==> config.mk <==
export PLATFORM = sky130hd
export DESIGN_NAME = stream_pe
export DESIGN_NICKNAME = d
export VERILOG_FILES = /design/src/rtl/spe_pkg.sv /design/src/rtl/spe_sequencer.sv /design/src/rtl/spe_tapline.sv /design/src/rtl/spe_datapath.sv /design/src/rtl/stream_pe.sv
export SDC_FILE = /design/constraint.sdc
export NUM_CORES = 2
export LEC_CHECK = 0
export ABC_AREA = 1
export CAP_MARGIN = 20
export CORE_ASPECT_RATIO = 0.75
export CORE_MARGIN = 1
export CORE_UTILIZATION = 43
export CTS_CLUSTER_SIZE = 12
export DETAILED_ROUTE_END_ITERATION = 10
export DONT_BUFFER_PORTS = 1
export PLACE_DENSITY = 0.59
export SYNTH_ARGS = -nofsm -noshare
export SYNTH_HDL_FRONTEND = slang
export SYNTH_SLANG_ARGS = --single-unit
==> constraint.sdc <==
create_clock -name clk -period 27.3 [get_ports clk]
set_clock_uncertainty 0.15 [all_clocks]
set_input_delay 5.46 -clock clk [delete_from_list [all_inputs] [get_ports clk]]
set_output_delay 5.46 -clock clk [all_outputs]
set_load 0.05 [all_outputs]
==> src/rtl/spe_pkg.sv <==
package spe_pkg;
  localparam int OP_W   = 16;
  localparam int RES_W  = 36;
  localparam int HOLD_W = 4;
  localparam int ADDR_W = 5;
  localparam int NET_W  = 11;
  localparam int SEL_W  = 2;
  localparam int DLY_W  = 2;
  localparam int INSTR_W = 64;

  typedef enum logic [3:0] {
    OP_PASS = 4'd0, OP_ADD = 4'd1, OP_SUB = 4'd2, OP_MUL = 4'd3,
    OP_MAC  = 4'd4, OP_AND = 4'd5, OP_OR  = 4'd6, OP_XOR = 4'd7,
    OP_SHL  = 4'd8, OP_SRA = 4'd9
  } op_e;

  // instruction word, most significant field first
  typedef struct packed {
    logic [20:0]       spare;     // 63:43
    logic [DLY_W-1:0]  out_dly;   // 42:41
    logic [DLY_W-1:0]  in_dly;    // 40:39
    logic              acc_clr;   // 38
    logic              byp_dst;   // 37
    logic              byp_e2;    // 36
    logic              byp_e1;    // 35
    logic [SEL_W-1:0]  sel_b;     // 34:33
    logic [SEL_W-1:0]  sel_a;     // 32:31
    logic [3:0]        op;        // 30:27
    logic [6:0]        rsvd;      // 26:20
    logic [NET_W-1:0]  net;       // 19:9
    logic [ADDR_W-1:0] end_addr;  // 8:4
    logic [HOLD_W-1:0] hold;      // 3:0
  } instr_t;

  // control that travels with each sample
  typedef struct packed {
    op_e              op;
    logic             byp1;
    logic             byp2;
    logic             byp3;
    logic             clr;
    logic [DLY_W-1:0] odly;
  } ctrl_t;
endpackage

==> src/rtl/spe_sequencer.sv <==
module spe_sequencer
  import spe_pkg::*;
#(
  parameter int DEPTH = 20
) (
  input  logic               clk,
  input  logic               rst_n,
  input  logic               run,
  input  logic               cfg_we,
  input  logic [ADDR_W-1:0]  cfg_addr,
  input  logic [INSTR_W-1:0] cfg_wdata,
  output instr_t             instr_o,
  output logic [ADDR_W-1:0]  pc_o,
  output logic [HOLD_W-1:0]  cnt_o
);
  localparam logic [ADDR_W-1:0] LAST = ADDR_W'(DEPTH - 1);

  logic [INSTR_W-1:0] mem [DEPTH];
  logic [ADDR_W-1:0]  pc_q, pc_d;
  logic [HOLD_W-1:0]  cnt_q, cnt_d;
  instr_t             cur;
  logic               wr_en;

  assign wr_en = cfg_we && (cfg_addr <= LAST);

  always_ff @(posedge clk) begin
    if (wr_en) mem[cfg_addr] <= cfg_wdata;
  end

  assign cur = instr_t'(mem[pc_q]);

  always_comb begin
    pc_d  = pc_q;
    cnt_d = cnt_q;
    if (run) begin
      if (cnt_q == cur.hold) begin
        cnt_d = '0;
        if ((pc_q == cur.end_addr) || (pc_q == LAST)) pc_d = '0;
        else                                           pc_d = pc_q + 1'b1;
      end else begin
        cnt_d = cnt_q + 1'b1;
      end
    end
  end

  always_ff @(posedge clk or negedge rst_n) begin
    if (!rst_n) begin
      pc_q  <= '0;
      cnt_q <= '0;
    end else begin
      pc_q  <= pc_d;
      cnt_q <= cnt_d;
    end
  end

  assign instr_o = cur;
  assign pc_o    = pc_q;
  assign cnt_o   = cnt_q;
endmodule

==> src/rtl/spe_tapline.sv <==
module spe_tapline
  import spe_pkg::*;
#(
  parameter int W       = 16,
  parameter int MAX_DLY = 3
) (
  input  logic             clk,
  input  logic             rst_n,
  input  logic [W-1:0]     d,
  input  logic [DLY_W-1:0] sel,
  output logic [W-1:0]     q
);
  logic [W-1:0] tap [MAX_DLY+1];

  assign tap[0] = d;

  genvar k;
  generate
    for (k = 1; k <= MAX_DLY; k++) begin : g_tap
      always_ff @(posedge clk or negedge rst_n) begin
        if (!rst_n) tap[k] <= '0;
        else        tap[k] <= tap[k-1];
      end
    end
  endgenerate

  always_comb begin
    q = tap[MAX_DLY];
    for (int i = 0; i <= MAX_DLY; i++) begin
      if (int'(sel) == i) q = tap[i];
    end
  end
endmodule

==> src/rtl/spe_datapath.sv <==
module spe_datapath
  import spe_pkg::*;
#(
  parameter int NUM_IN = 4
) (
  input  logic                   clk,
  input  logic                   rst_n,
  input  logic [NUM_IN*OP_W-1:0] in_bus,
  input  logic [SEL_W-1:0]       sel_a,
  input  logic [SEL_W-1:0]       sel_b,
  input  ctrl_t                  issue,
  output logic [RES_W-1:0]       res_o,
  output logic [DLY_W-1:0]       odly_o,
  output logic                   mac_live_o,
  output logic [RES_W-1:0]       acc_o
);
  localparam int EXT = RES_W - OP_W;

  function automatic logic [RES_W-1:0] sx16(input logic [OP_W-1:0] v);
    return {{EXT{v[OP_W-1]}}, v};
  endfunction

  function automatic logic [RES_W-1:0] exe1_f(input op_e op,
                                               input logic [OP_W-1:0] a,
                                               input logic [OP_W-1:0] b);
    logic signed [2*OP_W-1:0] prod;
    logic [OP_W-1:0]          sh;
    prod = $signed(a) * $signed(b);
    sh   = '0;
    case (op)
      OP_PASS: return sx16(a);
      OP_ADD:  return sx16(a) + sx16(b);
      OP_SUB:  return sx16(a) - sx16(b);
      OP_MUL,
      OP_MAC:  return {{(RES_W-2*OP_W){prod[2*OP_W-1]}}, prod};
      OP_AND:  return {{EXT{1'b0}}, a & b};
      OP_OR:   return {{EXT{1'b0}}, a | b};
      OP_XOR:  return {{EXT{1'b0}}, a ^ b};
      OP_SHL: begin
        sh = a << b[3:0];
        return {{EXT{1'b0}}, sh};
      end
      OP_SRA: begin
        sh = $signed(a) >>> b[3:0];
        return sx16(sh);
      end
      default: return '0;
    endcase
  endfunction

  // source select stage
  logic [OP_W-1:0] a_d, b_d, a_q, b_q;
  ctrl_t           cs_q;

  always_comb begin
    a_d = '0;
    b_d = '0;
    for (int p = 0; p < NUM_IN; p++) begin
      if (sel_a == SEL_W'(p)) a_d = in_bus[p*OP_W +: OP_W];
      if (sel_b == SEL_W'(p)) b_d = in_bus[p*OP_W +: OP_W];
    end
  end

  // execute 1
  logic [RES_W-1:0] f1, e1_q, v1;
  ctrl_t            c1_q, k1;

  assign f1 = exe1_f(cs_q.op, a_q, b_q);
  assign v1 = cs_q.byp1 ? f1 : e1_q;
  assign k1 = cs_q.byp1 ? cs_q : c1_q;

  // execute 2
  logic [RES_W-1:0] acc_q, acc_d, acc_sum, f2, e2_q, v2;
  ctrl_t            c2_q, k2;
  logic             mac_live;

  assign mac_live = (k1.op == OP_MAC);
  assign acc_sum  = (k1.clr ? '0 : acc_q) + v1;
  assign acc_d    = mac_live ? acc_sum : acc_q;
  assign f2       = mac_live ? acc_sum : v1;
  assign v2       = k1.byp2 ? f2 : e2_q;
  assign k2       = k1.byp2 ? k1 : c2_q;

  // destination select
  logic [RES_W-1:0] d_q;
  ctrl_t            c3_q, kd;

  assign kd = k2.byp3 ? k2 : c3_q;

  always_ff @(posedge clk or negedge rst_n) begin
    if (!rst_n) begin
      a_q   <= '0;
      b_q   <= '0;
      cs_q  <= '0;
      e1_q  <= '0;
      c1_q  <= '0;
      acc_q <= '0;
      e2_q  <= '0;
      c2_q  <= '0;
      d_q   <= '0;
      c3_q  <= '0;
    end else begin
      a_q   <= a_d;
      b_q   <= b_d;
      cs_q  <= issue;
      e1_q  <= f1;
      c1_q  <= cs_q;
      acc_q <= acc_d;
      e2_q  <= f2;
      c2_q  <= k1;
      d_q   <= v2;
      c3_q  <= k2;
    end
  end

  assign res_o      = k2.byp3 ? v2 : d_q;
  assign odly_o     = kd.odly;
  assign mac_live_o = mac_live;
  assign acc_o      = acc_q;
endmodule

==> src/rtl/stream_pe.sv <==
module stream_pe
  import spe_pkg::*;
#(
  parameter int NUM_IN  = 4,
  parameter int DEPTH   = 20,
  parameter int MAX_DLY = 3
) (
  input  logic                   clk,
  input  logic                   rst_n,
  input  logic                   run,
  input  logic                   cfg_we,
  input  logic [ADDR_W-1:0]      cfg_addr,
  input  logic [INSTR_W-1:0]     cfg_wdata,
  input  logic [NUM_IN*OP_W-1:0] in_data,
  output logic [RES_W-1:0]       result,
  output logic [NET_W-1:0]       net_ctrl
);
  localparam int BUS_W = NUM_IN * OP_W;

  // reset release aligned to clk
  logic rs0_q, rs1_q, rst_sync_n;
  always_ff @(posedge clk or negedge rst_n) begin
    if (!rst_n) begin
      rs0_q <= 1'b0;
      rs1_q <= 1'b0;
    end else begin
      rs0_q <= 1'b1;
      rs1_q <= rs0_q;
    end
  end
  assign rst_sync_n = rs1_q;

  instr_t            cur_instr;
  logic [ADDR_W-1:0] seq_pc;
  logic [HOLD_W-1:0] seq_cnt;

  spe_sequencer #(.DEPTH(DEPTH)) u_seq (
    .clk      (clk),
    .rst_n    (rst_sync_n),
    .run      (run),
    .cfg_we   (cfg_we),
    .cfg_addr (cfg_addr),
    .cfg_wdata(cfg_wdata),
    .instr_o  (cur_instr),
    .pc_o     (seq_pc),
    .cnt_o    (seq_cnt)
  );

  logic [BUS_W-1:0] in_dly_bus;

  spe_tapline #(.W(BUS_W), .MAX_DLY(MAX_DLY)) u_in_dly (
    .clk  (clk),
    .rst_n(rst_sync_n),
    .d    (in_data),
    .sel  (cur_instr.in_dly),
    .q    (in_dly_bus)
  );

  ctrl_t issue;
  always_comb begin
    issue.op   = op_e'(cur_instr.op);
    issue.byp1 = cur_instr.byp_e1;
    issue.byp2 = cur_instr.byp_e2;
    issue.byp3 = cur_instr.byp_dst;
    issue.clr  = cur_instr.acc_clr;
    issue.odly = cur_instr.out_dly;
  end

  logic [RES_W-1:0] dp_res, dp_acc;
  logic [DLY_W-1:0] dp_odly;
  logic             dp_mac;

  spe_datapath #(.NUM_IN(NUM_IN)) u_dp (
    .clk       (clk),
    .rst_n     (rst_sync_n),
    .in_bus    (in_dly_bus),
    .sel_a     (cur_instr.sel_a),
    .sel_b     (cur_instr.sel_b),
    .issue     (issue),
    .res_o     (dp_res),
    .odly_o    (dp_odly),
    .mac_live_o(dp_mac),
    .acc_o     (dp_acc)
  );

  spe_tapline #(.W(RES_W), .MAX_DLY(MAX_DLY)) u_out_dly (
    .clk  (clk),
    .rst_n(rst_sync_n),
    .d    (dp_res),
    .sel  (dp_odly),
    .q    (result)
  );

  assign net_ctrl = cur_instr.net;

  logic unused_bits;
  assign unused_bits = ^{cur_instr.rsvd, cur_instr.spare, seq_pc, seq_cnt, dp_mac, dp_acc};
endmodule

==> results by group <==
Synthesis
  • Share of the synthesized area in the top cell type: 33.5%
  • Seq/Total Area, Yosys: 53.1%
  • Area contributors post-synth: edfxtp_1, dfrtp_1, nand2_1
  • EDFF count, synth: 720
  • Mapped Cells: 6712
  • Post-synthesis async set-or-reset flop share: 41.3%
  • Yosys cell types: 59
  • Ys flop type: edfxtp_1
  • Synthesized area per cell: 9.63 µm²
  • Top cell type by total area after synthesis: edfxtp_1
  • Synthesized net count: 7283
  • Ys Warns: 0
  • Synthesized cell area: 64600 µm²
  • Yosys reg bits: 1227

Place
  • HPWL after DPL: 119000 µm
  • IO buf count: 0
  • RD Place Congestion: 0.992
  • Pre-CTS WS: 12100 ps
  • Dpl cell area: 66600 µm²

GRT
  • Initial antenna violation count: 3
  • Number of global-route vias before repair: 45800
  • Overflow after GRT: 0
  • First-pass GRT wire length: 283000 µm
  • Largest net degree at the start of global routing: 144
  • Total track usage: 24.2%

Routing
  • Post-route ant nets: 0
  • Via density: 5.42
  • Drt first pass iters: 8
  • Avg WL per Cell: 21.2 µm
  • Vias: 46900
  • Drt drc: 0
  • Initial DRC count: 4745
  • Final WL: 183000 µm

Floorplanning
  • Area of the core: 148000 µm²
  • Die W: 450 µm
  • Die H: 338 µm
  • Starting Density: 43.5%
  • Site Rows: 122
  • Io pins: 184
  • Die area: 152000 µm²

Critical path
  • Crit path capture type: output port
  • Crit path max fanout: 47
  • CP max stage delay: 800 ps
  • Critical path required time: 21690 ps
  • Critical path launch point type: register
  • Most frequent CP cell: fa_1
  • Crit path max-delay family: adder cells
  • WP data arrival: 10440 ps
  • CP Buf/Inv Count: 6
  • Setup CP Type: reg2out
  • Crit-path slowest cell: a21oi_1
  • Crit Reg-Reg Startpoint: u_dp.b_q[1]$_DFF_PN0_
  • Critical Path Source: u_dp.b_q[1]$_DFF_PN0_

Clock tree
  • Clock Tree Buf Depth: 3
  • Total CTS buffers: 119
  • Clk root buf: clkbuf_16
  • Clock latency on the worst-skew pair: 770 ps
  • H-tree depth: 3
  • CTS sink count: 1227
  • Clk slew on worst S/H paths: 60 ps
  • Setup repair bufs after CTS: 0
  • TritonCTS clock tree: built
  • Cts repair resizes: 0
  • Hold-fix buffers, CTS: 0

Run status
  • Status: complete, no violations

Timing
  • Setup TNS: 0 ps
  • RSZ-0062 raised after global routing: no
  • Fin. max-slew vios: 0
  • Slew @ Worst Pin: 1130 ps
  • Period utilisation layout: 58.8%
  • FMAX: 62.3 MHz
  • Slew HR: 25.0%
  • Hold Fails Final Rpt: 0
  • Min Clock Period, post-route: 16050 ps
  • Final setup vio count: 0
  • Post-layout worst setup margin: 11250 ps

Finish
  • Most frequent cells in the layout: nand2_1, edfxtp_1, inv_1
  • Fin area: 70200 µm²
  • Share of cells above drive strength 1: 6.19%
  • Fill cells: 13800
  • Commonest non-fill, non-tap cell in the layout: nand2_1
  • Final Net Count: 7165
  • Syn-to-layout area delta: 8.60%

Min path
  • Hold Path Class: reg2reg
  • Min-delay src: rs0_q$_DFF_PN0_

Job
  • Max cap viols: 0
sequential cells by signal, summed over array words and instances, names as in the netlist:
name and cells:
u_dp.acc_o 36, u_in_dly.tap 192, u_dp.a_q 16, rs0_q 1, u_dp.c3_q 2, u_dp.b_q 16
u_seq.mem 720, u_dp.cs_q 10, rs1_q 1, u_dp.c2_q 3, u_dp.d_q 36, u_dp.c1_q 9
u_dp.e2_q 36, u_seq.cnt_o 4, u_out_dly.tap 108, u_dp.e1_q 32, u_seq.pc_o 5
layout make-up:
cell class	instances	area [µm²]	share of cell area, %
timing repair buffer	101	795	1.13
clock inverter	21	273	0.389
tap	1984	2480	3.54
multi-input combinational	4442	26300	37.5
inverter	703	2650	3.78
sequential	1227	34300	48.9
clock buffer	178	3290	4.69
antenna	3	7.51	0.0107
cells by family (layout without fill, tap and decap cells):
logic type,Yosys count,in the layout,share of synthesized area (%)
buffers and inverters,1043,1003,6.46
AO/OA/AOI/OAI,1155,1155,10.4
XOR/XNOR,21,21,0.285
flip-flops,1227,1227,53.1
AND/OR/NAND/NOR,2829,2829,18.2
adder cells (fa/ha/maj),434,434,11.5
multiplexers,2,2,0.0310
other,1,4,0.00580
synthesized netlist by cell type, drive strengths merged, types with 2 or more instances:
cell / instances
a21boi: 15
a21o: 6
a21oi: 212
a221oi: 50
a22o: 30
a31oi: 11
a32o: 2
and2: 50
buf: 142
clkbuf: 198
clkinv: 3
dfrtp: 507
edfxtp: 720
fa: 265
ha: 169
inv: 700
mux2i: 2
nand2: 1555
nand3: 356
nand3b: 11
nand4: 65
nor2: 677
nor3: 23
nor4: 5
o2111ai: 3
o211ai: 40
o21a: 5
o21ai: 561
o21bai: 14
o221ai: 4
o22ai: 181
o31ai: 15
o32ai: 4
or2: 86
xnor2: 8
xor2: 13
through the flow:
step / utilization, % / std cells / hold WS [ps]
CTS: 47.3 / 8655 / 198
detailed placement: 44.9 / 8456 / 187
global route: 47.3 / 8656 / 217
finish: 47.3 / 8659 / 200
floorplan: - / 6712 / 181
global placement: 44.8 / 8453 / 187
worst paths after layout:
path                       slack, ps  depth (start not counted)                           end
max                            11250                         34                    result[30]
min reg2reg                      200                          0               rs1_q$_DFF_PN0_
min                              200                          0               rs1_q$_DFF_PN0_
max reg2reg                    17940                         36  u_out_dly.tap[106]$_DFF_PN0_
max in group asynchronous      22660                          0               rs1_q$_DFF_PN0_
min in group asynchronous        280                          0   u_out_dly.tap[45]$_DFF_PN0_
metal layers:
layer	track usage [%]	routed length [µm]	vias up
met5	0	0	-
met4	5.14	3440	0
met3	3.95	13500	211
met2	36.7	80200	1572
met1	36.5	86100	23100
li1	-	-	22000
Power is left out: the tool's default activity adds up to more than one toggle a clock period on the data nets, which glitch-free logic cannot reach.
